$ cat config.mk
export PLATFORM = sky130hd
export DESIGN_NAME = ahbl_burst_seq
export DESIGN_NICKNAME = d
export VERILOG_FILES = /design/src/rtl/ahbl_seq_pkg.sv /design/src/rtl/ahbl_seq_addr_gen.sv /design/src/rtl/ahbl_seq_beat_ctr.sv /design/src/rtl/ahbl_seq_dphase.sv /design/src/rtl/ahbl_burst_seq.sv
export SDC_FILE = /design/constraint.sdc
export NUM_CORES = 1
export LEC_CHECK = 0
export BUFFER_PORTS_ARGS = -buffer_cell sky130_fd_sc_hd__buf_2
export CAP_MARGIN = 10
export CORE_MARGIN = 5
export CORE_UTILIZATION = 40
export DETAILED_ROUTE_END_ITERATION = 16
export GPL_ROUTABILITY_DRIVEN = 0
export MAX_ROUTING_LAYER = met4
export PLACE_DENSITY = 0.66
export SYNTH_ARGS = -nofsm -noshare
export SYNTH_HDL_FRONTEND = slang
export SYNTH_SLANG_ARGS = --single-unit
$ cat constraint.sdc
create_clock -name clk -period 5.16 [get_ports clk]
set_input_delay 1.032 -clock clk [delete_from_list [all_inputs] [get_ports clk]]
set_output_delay 1.032 -clock clk [all_outputs]
set_load 0.005 [all_outputs]
$ cat src/rtl/ahbl_seq_pkg.sv
package ahbl_seq_pkg;

    typedef enum logic [1:0] {
        TR_IDLE   = 2'b00,
        TR_BUSY   = 2'b01,
        TR_NONSEQ = 2'b10,
        TR_SEQ    = 2'b11
    } trans_e;

    typedef enum logic [2:0] {
        BU_SINGLE = 3'b000,
        BU_INCR   = 3'b001,
        BU_WRAP4  = 3'b010,
        BU_INCR4  = 3'b011,
        BU_WRAP8  = 3'b100,
        BU_INCR8  = 3'b101,
        BU_WRAP16 = 3'b110,
        BU_INCR16 = 3'b111
    } burst_e;

    // Beat count of a fixed burst; 0 marks the open-length kind.
    function automatic logic [4:0] burst_len(burst_e b);
        case (b)
            BU_SINGLE:           return 5'd1;
            BU_WRAP4, BU_INCR4:  return 5'd4;
            BU_WRAP8, BU_INCR8:  return 5'd8;
            BU_WRAP16, BU_INCR16: return 5'd16;
            default:             return 5'd0;
        endcase
    endfunction

    function automatic logic is_wrap(burst_e b);
        return (b == BU_WRAP4) || (b == BU_WRAP8) || (b == BU_WRAP16);
    endfunction

    function automatic logic is_open(burst_e b);
        return b == BU_INCR;
    endfunction

endpackage

$ cat src/rtl/ahbl_seq_addr_gen.sv
module ahbl_seq_addr_gen
    import ahbl_seq_pkg::*;
#(
    parameter int AW = 32
) (
    input  logic [AW-1:0] cur_addr,
    input  logic [2:0]    size,
    input  burst_e        burst,
    output logic [AW-1:0] nxt_addr
);
    logic [AW-1:0] step;
    logic [AW-1:0] span;
    logic [AW-1:0] mask;
    logic [AW-1:0] inc;

    always_comb begin
        step = AW'(1) << size;
        span = AW'(burst_len(burst)) << size;
        mask = span - AW'(1);
        inc  = cur_addr + step;
        if (is_wrap(burst))
            nxt_addr = (cur_addr & ~mask) | (inc & mask);
        else
            nxt_addr = inc;
    end
endmodule

$ cat src/rtl/ahbl_seq_beat_ctr.sv
module ahbl_seq_beat_ctr #(
    parameter int CW = 4
) (
    input  logic          clk,
    input  logic          rst,
    input  logic          load,
    input  logic [CW-1:0] load_val,
    input  logic          dec,
    output logic          last
);
    logic [CW-1:0] left_q;

    always_ff @(posedge clk) begin
        if (rst)
            left_q <= '0;
        else if (load)
            left_q <= load_val;
        else if (dec)
            left_q <= left_q - CW'(1);
    end

    assign last = (left_q == '0);
endmodule

$ cat src/rtl/ahbl_seq_dphase.sv
module ahbl_seq_dphase #(
    parameter int DW = 32
) (
    input  logic          clk,
    input  logic          rst,
    input  logic          hready,
    input  logic          hresp,
    input  logic          issue,
    input  logic          issue_write,
    input  logic [DW-1:0] wr_data,
    input  logic [DW-1:0] hrdata,
    output logic [DW-1:0] hwdata,
    output logic          dp_valid,
    output logic          rd_valid,
    output logic [DW-1:0] rd_data,
    output logic          err_pulse
);
    logic dp_write;

    always_ff @(posedge clk) begin
        if (rst) begin
            dp_valid <= 1'b0;
            dp_write <= 1'b0;
            hwdata   <= '0;
        end else if (hready) begin
            dp_valid <= issue;
            dp_write <= issue_write;
            if (issue && issue_write)
                hwdata <= wr_data;
        end
    end

    assign rd_valid  = dp_valid && !dp_write && hready && !hresp;
    assign rd_data   = hrdata;
    assign err_pulse = dp_valid && hready && hresp;
endmodule

$ cat src/rtl/ahbl_burst_seq.sv
module ahbl_burst_seq
    import ahbl_seq_pkg::*;
#(
    parameter int AW        = 32,
    parameter int DW        = 32,
    parameter int MAX_BEATS = 16
) (
    input  logic          clk,
    input  logic          rst,
    input  logic          cmd_valid,
    output logic          cmd_ready,
    input  logic [AW-1:0] cmd_addr,
    input  logic          cmd_write,
    input  logic [2:0]    cmd_size,
    input  logic [2:0]    cmd_burst,
    input  logic          incr_go,
    input  logic          hold_req,
    input  logic [DW-1:0] wr_data,
    output logic          wr_take,
    output logic          rd_valid,
    output logic [DW-1:0] rd_data,
    output logic          err_pulse,
    output logic [AW-1:0] haddr,
    output logic [1:0]    htrans,
    output logic          hwrite,
    output logic [2:0]    hsize,
    output logic [2:0]    hburst,
    output logic [DW-1:0] hwdata,
    input  logic [DW-1:0] hrdata,
    input  logic          hready,
    input  logic          hresp
);
    localparam int CW = $clog2(MAX_BEATS);

    typedef struct packed {
        logic [AW-1:0] addr;
        trans_e        trans;
        logic          write;
        logic [2:0]    size;
        burst_e        burst;
    } aphase_t;

    aphase_t       ap_q, ap_d;
    logic [AW-1:0] nxt_addr;
    logic          last;
    logic          dp_valid;
    logic          active, accept, open_len, more, cont, in_busy, start, abort;
    logic [4:0]    cmd_len;
    logic [CW-1:0] load_val;

    assign active   = ap_q.trans[1];
    assign accept   = hready && active;
    assign open_len = is_open(ap_q.burst);
    assign more     = open_len ? incr_go : !last;
    assign cont     = accept && more;
    assign in_busy  = (ap_q.trans == TR_BUSY);
    assign cmd_ready = hready && ((ap_q.trans == TR_IDLE) || (accept && !more));
    assign start    = cmd_ready && cmd_valid;
    assign abort    = !hready && hresp && dp_valid;

    assign cmd_len  = burst_len(burst_e'(cmd_burst));
    assign load_val = (cmd_len == 5'd0) ? '0 : CW'(cmd_len - 5'd1);

    ahbl_seq_addr_gen #(.AW(AW)) addr_gen_i (
        .cur_addr (ap_q.addr),
        .size     (ap_q.size),
        .burst    (ap_q.burst),
        .nxt_addr (nxt_addr)
    );

    ahbl_seq_beat_ctr #(.CW(CW)) beat_ctr_i (
        .clk      (clk),
        .rst      (rst),
        .load     (start),
        .load_val (load_val),
        .dec      (cont && !open_len),
        .last     (last)
    );

    always_comb begin
        ap_d = ap_q;
        if (abort) begin
            ap_d.trans = TR_IDLE;
        end else if (hready) begin
            if (cont) begin
                ap_d.addr  = nxt_addr;
                ap_d.trans = hold_req ? TR_BUSY : TR_SEQ;
            end else if (in_busy) begin
                if (open_len && !incr_go)
                    ap_d.trans = TR_IDLE;
                else
                    ap_d.trans = hold_req ? TR_BUSY : TR_SEQ;
            end else if (start) begin
                ap_d.addr  = cmd_addr;
                ap_d.trans = TR_NONSEQ;
                ap_d.write = cmd_write;
                ap_d.size  = cmd_size;
                ap_d.burst = burst_e'(cmd_burst);
            end else begin
                ap_d.trans = TR_IDLE;
            end
        end
    end

    always_ff @(posedge clk) begin
        if (rst) begin
            ap_q.addr  <= '0;
            ap_q.trans <= TR_IDLE;
            ap_q.write <= 1'b0;
            ap_q.size  <= 3'd0;
            ap_q.burst <= BU_SINGLE;
        end else begin
            ap_q <= ap_d;
        end
    end

    ahbl_seq_dphase #(.DW(DW)) dphase_i (
        .clk         (clk),
        .rst         (rst),
        .hready      (hready),
        .hresp       (hresp),
        .issue       (accept),
        .issue_write (ap_q.write),
        .wr_data     (wr_data),
        .hrdata      (hrdata),
        .hwdata      (hwdata),
        .dp_valid    (dp_valid),
        .rd_valid    (rd_valid),
        .rd_data     (rd_data),
        .err_pulse   (err_pulse)
    );

    assign wr_take = accept && ap_q.write;
    assign haddr   = ap_q.addr;
    assign htrans  = ap_q.trans;
    assign hwrite  = ap_q.write;
    assign hsize   = ap_q.size;
    assign hburst  = ap_q.burst;
endmodule

==> results of run 1 <==
-- layout make-up --
| type | count | area, µm² | area share |
|---|---|---|---|
| Multi-Input combinational cell | 492 | 2850 | 0.494 |
| Sequential cell | 79 | 1580 | 0.274 |
| Tap cell | 147 | 184 | 0.0319 |
| Clock buffer | 11 | 233 | 0.0403 |
| Clock inverter | 5 | 33.8 | 0.00585 |
| Antenna cell | 2 | 5.00 | 0.000867 |
| Inverter | 17 | 63.8 | 0.0111 |
| Timing Repair Buffer | 161 | 823 | 0.143 |
-- layout by cell type (no fill, tap or decap), types with 6 or more instances in the layout --
master,Yosys,final
nor3b_1,7,7
a31oi_1,10,10
inv_1,17,17
o21a_1,6,6
clkbuf_16,0,9
xor2_1,8,8
o21ai_0,28,28
buf_4,33,7
nand3_1,15,15
a211oi_1,8,8
nor2_1,41,41
buf_2,1,154
o211ai_1,6,6
nor3_1,12,12
a21oi_1,83,83
and3_1,11,11
dfxtp_1,79,79
ha_1,11,11
xnor2_1,12,12
nand2_1,131,131
-- power by group through the flow --
stage | registers (µW) | clock network (µW) | logic, µW
finish | 696 | 588 | 318
global route | 703 | 624 | 357
CTS | 695 | 604 | 319
detailed placement | 708 | 0 | 315
global placement | 706 | 0 | 310
floorplan | 687 | 0 | 236
-- through the flow --
| step | util | std cells | power, µW | setup slack, ps | hold WS [ps] |
|---|---|---|---|---|---|
| floorplan | - | 662 | 923 | 1730 | 453 |
| global route | 0.481 | 914 | 1680 | 836 | 467 |
| detailed placement | 0.458 | 896 | 1020 | 1250 | 444 |
| CTS | 0.480 | 912 | 1620 | 1230 | 452 |
| finish | 0.481 | 914 | 1600 | 1170 | 451 |
| global placement | 0.458 | 896 | 1020 | 1420 | 440 |
-- synthesized netlist by cell type, types with 4 or more instances --
cell type	n
a211oi_1	8
a31oi_1	10
o21a_1	6
o211ai_1	6
and2_1	5
buf_1	5
dfxtp_1	79
o31ai_1	4
o22ai_1	5
o21ai_1	4
nand4_1	4
inv_1	17
nor3b_1	7
nand3_1	15
a21oi_1	83
o21ai_0	28
nor2b_1	4
clkbuf_1	34
buf_4	33
nand2_1	131
or4_1	4
nor2_1	41
xnor2_1	12
nor3_1	12
ha_1	11
and3_1	11
nand4b_1	4
xor2_1	8
-- per-layer routing --
layer,vias up,routed length (µm),share of wire,global-route usage
met5,-,0,0,-
met4,0,227,0.015,0.0552
met3,30,1620,0.11,0.0809
met2,254,6890,0.45,0.324
met1,2384,6480,0.43,0.265
li1,2523,-,-,-
-- critical path: stages, from the launching register on --
cell and delay (ps):
dfxtp_1 720, inv_1 210, nor3_1 340, inv_1 110, fa_1 420, nand2b_1 180
a21oi_1 280, o41a_1 270, o21ai_1 210, or4_4 600, or4_1 400, a31oi_1 170
-- logic make-up (layout without fill, tap and decap cells) --
family | Yosys count | after routing | share of synthesized area
xor gates and xnor gates | 20 | 20 | 0.0358
DFF | 79 | 79 | 0.323
muxes | 4 | 4 | 0.00843
adders and majority gates | 12 | 12 | 0.0322
other | 0 | 2 | 0
buffers and inverters | 91 | 194 | 0.0955
and+or+nand+nor | 259 | 259 | 0.251
AOI/OAI and AO/OA | 197 | 197 | 0.254
-- final timing paths --
check	start	end	slack (ps)	cells after the start
worst max-delay path	hsize[0]$_SDFFE_PP0P_	register	1170	11
worst max register to register	hsize[0]$_SDFFE_PP0P_	register	1170	11
worst min-delay path	dphase_i.hwdata[16]$_SDFFE_PP0P_	dphase_i.hwdata[16]$_SDFFE_PP0P_	450	2
worst min register to register	dphase_i.hwdata[16]$_SDFFE_PP0P_	dphase_i.hwdata[16]$_SDFFE_PP0P_	450	2
==> summary.txt, run 1 <==
STA
  – Slew Viols, Final: 0
  – Slew headroom: 0.375
  – Final setup violation count: 0
  – Skew final: 3.70 ps
  – Minimum clock period: between 3000 and 4000 ps
  – RSZ-0062 raised after global routing: false
  – Peak Freq: 251 MHz
  – Slew @ Worst Pin: slightly above 900 ps
  – Final Cycle Share: 0.773
  – Fin Setup TNS: 0 ps
  – Hold Vio Cnt, Final: 0

Drt
  – Drt first-iter violations: 352
  – DR vias: 5191
  – Initial DRT Pass Iterations: 5
  – Final ANT Viol Nets: 0
  – DR vias/cell: about 5.7
  – DR DRC count: 0
  – Final wirelength: 15.2 mm
  – DR WL/cell: roughly 17 µm

Floorplan
  – IO Count: 219
  – Initial Util: 0.408
  – Die width: ~120 µm
  – Total core area: approximately 0.012 mm²
  – Die ar.: 0.0146 mm²
  – # rows: 40
  – DIE HEIGHT: between 100 and 150 µm

Placement
  – Placed instance area: 0.00550 mm²
  – DP HPWL: between 10 and 15 mm
  – Port-buffer cells: around 150

Critical path
  – Critical Path AT: 4260 ps
  – CP Launch Type: register
  – Setup CP Type: register to register
  – Worst Setup End Kind: register
  – CP Data Required Time: 5430 ps
  – CP max FO: 20

Finish
  – Fraction of layout cells with a size suffix above 1: 0.241
  – Filler cells: approximately 1200
  – Synth-to-layout area growth: 17.8%
  – Final instance area: 0.00577 mm²
  – Fin nets: just under 900

Synth
  – YS warnings: 0
  – Ys flop type: dfxtp_1
  – Mapped Area: around 0.0049 mm²
  – Mean post-synth cell area: about 7.4 µm²
  – Library cells used by synthesis: just under 70
  – Net Count, Synth: a little under 800
  – Ys async rst share: 0
  – Post-synth EDFFs: 0
  – Register bit total from synthesis: 79
  – Largest cells by area after synthesis: dfxtp_1 (32%), nand2_1 (10%), a21oi_1 (8.5%), buf_4 (5.1%), nor2_1 (3.1%)
  – Post-synthesis sequential area ratio: 0.323
  – Post-synth top area share: 0.323
  – Cells after synthesis: between 600 and 700
  – Post-synthesis cell type with the largest combined area: dfxtp_1

Clock network
  – Hold-fix buffers, CTS: 0
  – Cts repair resizes: 0
  – Skew-Pair Late Insertion Delay: between 300 and 400 ps
  – Setup Buffers After CTS: 0
  – CTS clk-pin slew, worst paths: about 60 ps
  – CTS tree: done
  – CTS Sinks: 79
  – Clock H-tree levels: 3
  – CTS buffer count: 9
  – Root Buffer: clkbuf_16
  – Max Root-Sink Buffers: 2

Pwr
  – Max VDD drop: about 230 µV
  – Internal cell power: between 1000 and 1500 µW
  – Sw Ratio: 0.309
  – Power share of the sequential group: 0.435
  – Power share of the clock group: 0.367
  – Leakage: roughly 0.0024 µW
  – Power Density: about 280 mW/mm²
  – Combinational power share: 0.199
  – Net Switching: between 400 and 500 µW

GRT
  – First-pass GRT wire length: about 24 mm
  – Largest net degree at the start of global routing: 48
  – Initial antenna violation count: 2
  – Total track usage: 0.212
  – Total grt overflow: 0
  – Vias in the first global route: between 4000 and 5000

Worst hold path
  – HP Class: register to register

Run
  – Max-Cap Viols: 0

Status
  – Status: completed
No activity file was read; power rests on OpenSTA's default activity.
==> inputs of run 2 (changes only) <==
--- a/config.mk
+++ b/config.mk
@@ -12,7 +12,7 @@
 export DETAILED_ROUTE_END_ITERATION = 16
 export GPL_ROUTABILITY_DRIVEN = 0
 export MAX_ROUTING_LAYER = met4
-export PLACE_DENSITY = 0.66
+export PLACE_DENSITY = 0.68
 export SYNTH_ARGS = -nofsm -noshare
 export SYNTH_HDL_FRONTEND = slang
 export SYNTH_SLANG_ARGS = --single-unit
==> constraint.sdc (replaced) <==
create_clock -name clk -period 3.35 [get_ports clk]
set_input_delay 0.67 -clock clk [delete_from_list [all_inputs] [get_ports clk]]
set_output_delay 0.67 -clock clk [all_outputs]
set_load 0.005 [all_outputs]
==> run 2 against run 1 <==
Power rose by 57%. Via count grew 1.3%. Hold slack hardly changed. Global-route usage about the same. Cell count increased by 0.77%. Maximum frequency is 28% higher. Setup slack got worse by 950 ps. First-iteration DRC count is 1.4% lower. Register-to-register slack lost 950 ps. Utilization rose by 0.94 points. Critical path depth did not move. Critical path type unchanged. Largest cell class unchanged.
==> summary.txt, run 2 (synthesis gave the netlist of run 1 again) <==
Status
  – Status: completed

Drt
  – DR DRC count: 0
  – Initial DRT Pass Iterations: 5
  – Drt first-iter violations: approximately 350
  – DR vias/cell: ~5.7
  – Final ANT Viol Nets: 0
  – DR vias: between 5000 and 6000
  – DR WL/cell: roughly 17 µm
  – Final wirelength: about 16 mm

Finish
  – Cell Count, Final, Fillers Out: ~920
  – Most common cell after layout, fill and taps aside: buf_2
  – Synth-to-layout area growth: 20.1%
  – Fraction of layout cells with a size suffix above 1: 0.257
  – Final instance area: 0.00589 mm²
  – Fin nets: 896
  – Ant diodes: 0
  – Commonest cells after routing, fill and taps aside: buf_2 (154), nand2_1 (131), a21oi_1 (82)

Critical path
  – CP Data Required Time: about 3600 ps
  – CP max FO: 5
  – Crit path from: hsize[2]$_SDFFE_PP0P_
  – Critical Path AT: 3400 ps
  – Worst Setup End Kind: register
  – CP Launch Type: register
  – Setup CP Type: register to register
  – Critical R2R Launch: hsize[2]$_SDFFE_PP0P_

Placement
  – Dpl cells: just over 900
  – Placed instance area: about 0.0056 mm²
  – DP HPWL: roughly 12 mm
  – Port-buffer cells: between 150 and 200
  – Pre-CTS WS: between 50 and 60 ps

Clock network
  – Skew-Pair Late Insertion Delay: ~340 ps
  – Cts repair resizes: 0
  – Root Buffer: clkbuf_16
  – CTS clk-pin slew, worst paths: roughly 60 ps
  – CTS Sinks: about 80
  – Clock H-tree levels: 3
  – Setup Buffers After CTS: 0
  – CTS tree: done
  – CTS buffer count: 9
  – Hold-fix buffers, CTS: 0
  – Max Root-Sink Buffers: 2

STA
  – Slew Viols, Final: 0
  – RSZ-0062 raised after global routing: false
  – Slew headroom: 0.563
  – Peak Freq: 320 MHz
  – Setup WS post-layout: 226 ps
  – Final setup violation count: 0
  – Fin Setup TNS: 0 ps
  – Slew @ Worst Pin: roughly 650 ps
  – Final Cycle Share: 0.932
  – Hold Vio Cnt, Final: 0
  – Minimum clock period: 3120 ps
  – Skew final: 6.57 ps

GRT
  – Total track usage: 0.213
  – Initial antenna violation count: 0
  – First-pass GRT wire length: 24.6 mm
  – Vias in the first global route: between 5000 and 6000
  – Total grt overflow: 0
  – Largest net degree at the start of global routing: 40

Floorplan
  – DIE HEIGHT: between 100 and 150 µm
  – Total core area: about 0.012 mm²
  – Die width: around 120 µm
  – Die ar.: ~0.015 mm²
  – IO Count: 219
  – # rows: 40
  – Initial Util: 0.408

Pwr
  – Max VDD drop: ~290 µV
  – Leakage: 0.00249 µW
  – Power Density: 426 mW/mm²
  – Total power draw: 2510 µW

Worst hold path
  – HP Class: register to register
  – Hold path startpoint: dphase_i.hwdata[21]$_SDFFE_PP0P_

Run
  – Max-Cap Viols: 0
## run 2: cell types whose count changed in the layout (fill, tap and decap cells not counted), sizes merged
cell / before / now
bufinv: 0 / 1
clkinvlp: 2 / 1
buf: 161 / 175
diode: 2 / 0
inv: 18 / 17
clkinv: 2 / 0
clkbuf: 11 / 9
## run 2: metal layers
| metal | GRT usage | part of all wire | up-vias | routed length [µm] |
|---|---|---|---|---|
| met4 | 0.0751 | 0.018 | 0 | 272 |
| met5 | - | 0 | - | 0 |
| met1 | 0.268 | 0.43 | 2413 | 6610 |
| met2 | 0.321 | 0.45 | 272 | 6950 |
| li1 | - | - | 2544 | - |
| met3 | 0.0683 | 0.11 | 28 | 1690 |
## run 2: final timing paths
check | to | slack [ps] | depth (start not counted)
max | register | 230 | 11
min reg2reg | dphase_i.hwdata[21]$_SDFFE_PP0P_ | 450 | 2
min | dphase_i.hwdata[21]$_SDFFE_PP0P_ | 450 | 2
max reg2reg | register | 230 | 11
## run 2: cell type report
class                   count  area, µm²
multi-input cells         492       2870
well taps                 147        184
clock inverters             2       37.5
clock buffers               9        225
inverters                  17       63.8
fillers                  1188       6120
repair buffers            175        928
flip-flops and latches     79       1580
## run 2: critical path, stage by stage, from the launching register on
cell      delay, ps
dfxtp_1         350
nor3_2          230
ha_1            210
inv_1            60
fa_1            390
nand2b_1        190
a21oi_2         210
o41a_1          190
o21ai_1          80
or4_4           560
or4_1           410
a31oi_1         170
## run 2: where the power goes
group          switching, µW  internal, µW
clock                    372           556
combinational            306           224
sequential              61.4           991
total                    739          1770
## run 2: per-stage QoR
step | hold WS [ps] | utilization
floorplan | 453 | -
global placement | 440 | 0.467
detailed placement | 445 | 0.467
CTS | 455 | 0.489
global route | 466 | 0.490
finish | 450 | 0.490
==> inputs of run 3 (changes only) <==
--- a/config.mk
+++ b/config.mk
@@ -12,7 +12,8 @@
 export DETAILED_ROUTE_END_ITERATION = 16
 export GPL_ROUTABILITY_DRIVEN = 0
 export MAX_ROUTING_LAYER = met4
-export PLACE_DENSITY = 0.68
+export PLACE_DENSITY = 0.66
 export SYNTH_ARGS = -nofsm -noshare
 export SYNTH_HDL_FRONTEND = slang
+export SYNTH_HIERARCHICAL = 1
 export SYNTH_SLANG_ARGS = --single-unit
==> run 3 against run 2 <==
First-iteration DRC count fell by 29%. Largest cell class unchanged. Utilization fell by 2.0 points. Critical path type unchanged. Die area rose by 13%.
==> summary.txt, run 3 <==
Status
  – Status: completed

Synth
  – Post-synthesis cell type with the largest combined area: dfxtp_1
  – Largest family of logic cells by synthesized area: simple AND/OR/NAND/NOR gates
  – Mux contribution to synthesized area: 0.150
  – Net Count, Synth: 751
  – Most common cell in the netlist: nand2b_1
  – Register bit total from synthesis: 79
  – Largest cells by area after synthesis: dfxtp_1 (28%), mux2i_1 (14%), nand2b_1 (9.2%), a211oi_2 (7.2%), buf_4 (4.3%)
  – Synth Area in Adders: 0.0283
  – Ys async rst share: 0
  – Mapped Area: roughly 0.0056 mm²
  – Ys flop type: dfxtp_1
  – Synth Area in Compound Gates: 0.150
  – Post-synthesis sequential area ratio: 0.284
  – Post-Synth XOR/XNOR Area: 0.0550
  – Cells after synthesis: between 600 and 700
  – Most frequent cells after synthesis: nand2b_1 (82), dfxtp_1 (79), mux2i_1 (79)
  – Post-synth top area share: 0.284
  – YS warnings: 6
  – Post-synth EDFFs: 0
  – Library cells used by synthesis: 59
  – Mean post-synth cell area: about 8.9 µm²
  – Simple-Gate Fraction of Synth Area: 0.233

STA
  – Slew @ Worst Pin: approximately 800 ps
  – Peak Freq: ~350 MHz
  – Final setup violation count: 0
  – Skew final: approximately 5.9 ps
  – Minimum clock period: 2890 ps
  – Slew headroom: 0.467
  – Slew Viols, Final: 0
  – Hold Vio Cnt, Final: 0
  – Final Cycle Share: 0.862
  – Fin Setup TNS: 0 ps
  – Hold_ws: approximately 470 ps
  – RSZ-0062 raised after global routing: false

Clock network
  – CTS buffer count: 9
  – Setup Buffers After CTS: 0
  – CTS Sinks: a little under 80
  – Skew-Pair Late Insertion Delay: 340 ps
  – Hold-fix buffers, CTS: 0
  – Cts repair resizes: 0
  – Clock H-tree levels: 3
  – Max Root-Sink Buffers: 2
  – CTS tree: done
  – CTS clk-pin slew, worst paths: 60 ps
  – Root Buffer: clkbuf_16

Critical path
  – CP Launch Type: register
  – CP dominant cell by count: nor2_1
  – Crit path max-delay family: simple AND/OR/NAND/NOR gates
  – Crit path cell chain: nor3_1, ha_1, inv_1, fa_1, nor2b_1, o31ai_1, a21oi_1, buf_4, nand3_1, nor2_1, xor2_1, nor2_1, a211oi_2
  – CP Data Required Time: about 3600 ps
  – Worst Path Buf+Inv: 2
  – Setup CP Type: register to register
  – CP max FO: 8
  – Worst Setup End Kind: register
  – Crit-path slowest cell: fa_1
  – Critical Path AT: about 3200 ps
  – CP peak stage delay: between 300 and 400 ps

GRT
  – Initial antenna violation count: 0
  – Total track usage: 0.166
  – First-pass GRT wire length: 21.6 mm
  – Total grt overflow: 0
  – Vias in the first global route: 4443
  – Largest net degree at the start of global routing: 89

Drt
  – DR vias/cell: ~5.0
  – DR WL/cell: 14.2 µm
  – DR DRC count: 0
  – Initial DRT Pass Iterations: 4
  – Drt first-iter violations: between 200 and 250
  – DR vias: 4612
  – Final wirelength: between 10 and 15 mm
  – Final ANT Viol Nets: 0

Finish
  – Fin nets: ~860
  – Commonest cells after routing, fill and taps aside: buf_2 (153), nand2b_1 (82), mux2i_1 (79), dfxtp_1 (79), nor2_1 (63)
  – Filler cells: around 1400
  – Fraction of layout cells with a size suffix above 1: 0.311
  – Most common cell after layout, fill and taps aside: buf_2
  – Synth-to-layout area growth: 16.1%
  – Ant diodes: 0

Pwr
  – Max VDD drop: 229 µV
  – Leakage: approximately 0.0030 µW
  – Power Density: 385 mW/mm²

Floorplan
  – Initial Util: 0.405
  – Die width: between 100 and 150 µm
  – IO Count: approximately 220
  – DIE HEIGHT: roughly 130 µm
  – Total core area: 0.0138 mm²
  – # rows: 43
  – Die ar.: around 0.016 mm²

Worst hold path
  – HP Class: register to register

Placement
  – DP HPWL: slightly below 10 mm
  – Port-buffer cells: approximately 150

Run
  – Max-Cap Viols: 0
==> run 3: cell types whose count changed after synthesis, sizes merged, moves of 5 or more <==
cell,delta
a211oi,+28
a21oi,-69
a31oi,-9
buf,+14
clkbuf,-15
mux2i,+76
nand2,-106
nand2b,+79
nor2,+22
nor3b,-5
o21ai,-23
xnor2,+6
xor2,+9
==> run 3: final cells by class <==
cell class              instances  area, µm²  share of cell area
multi-input cells             462       3450               0.532
flip-flops and latches         79       1580               0.244
repair buffers                168        878               0.136
clock buffers                   9        225              0.0348
well taps                     180        225              0.0348
clock inverters                 6       61.3             0.00947
inverters                      15       56.3             0.00870
==> run 3: worst reg2reg max path: stages, from the launching register on <==
cell	delay (ps)
dfxtp_1	370
nor3_1	310
ha_1	230
inv_1	50
fa_1	390
nor2b_1	210
o31ai_1	130
a21oi_1	140
buf_4	160
nand3_1	170
nor2_1	180
xor2_1	170
nor2_1	70
a211oi_2	210
==> run 3: report_power, final <==
group / total, µW / leakage [µW] / switching, µW / internal [µW]
logic: 470 / 0.00217 / 234 / 236
registers: 1050 / 0.000643 / 68.3 / 986
clock network: 969 / 0.000141 / 397 / 571
==> run 3: routing by layer <==
metal	vias up	track usage	wire length, µm
li1	2356	-	-
met1	2089	0.220	6200
met2	152	0.241	5840
met3	15	0.0479	865
met4	0	0.0568	144
met5	-	-	0
==> run 3: path summary, 6_finish.rpt <==
kind	startpoint	end	slack, ps	cells past startpoint
hold reg to reg	dphase_i/hwdata[28]$_SDFFE_PP0P_	dphase_i/hwdata[28]$_SDFFE_PP0P_	470	2
setup reg to reg	hsize[1]$_SDFFE_PP0P_	haddr[26]$_SDFFE_PP0P_	460	13
setup / recovery	hsize[1]$_SDFFE_PP0P_	haddr[26]$_SDFFE_PP0P_	460	13
hold / removal	dphase_i/hwdata[28]$_SDFFE_PP0P_	dphase_i/hwdata[28]$_SDFFE_PP0P_	470	2
==> run 3: kinds of logic after synthesis <==
group,count (synthesis)
compound gates,94
buf+inv,88
xor+xnor,35
mux,83
flops,79
simple gates,238
fa+ha+maj,12
==> run 3: per-stage QoR <==
step | instance area, µm² | worst slack, ps | std cells | power (µW) | util
2_1_floorplan | 5580 | 435 | 629 | 1420 | -
3_3_place_gp | 6190 | 584 | 904 | 1540 | 0.449
3_5_place_dp | 6190 | 487 | 904 | 1550 | 0.449
4_1_cts | 6470 | 458 | 919 | 2530 | 0.470
5_1_grt | 6470 | 194 | 919 | 2640 | 0.470
6_report | 6470 | 462 | 919 | 2490 | 0.470
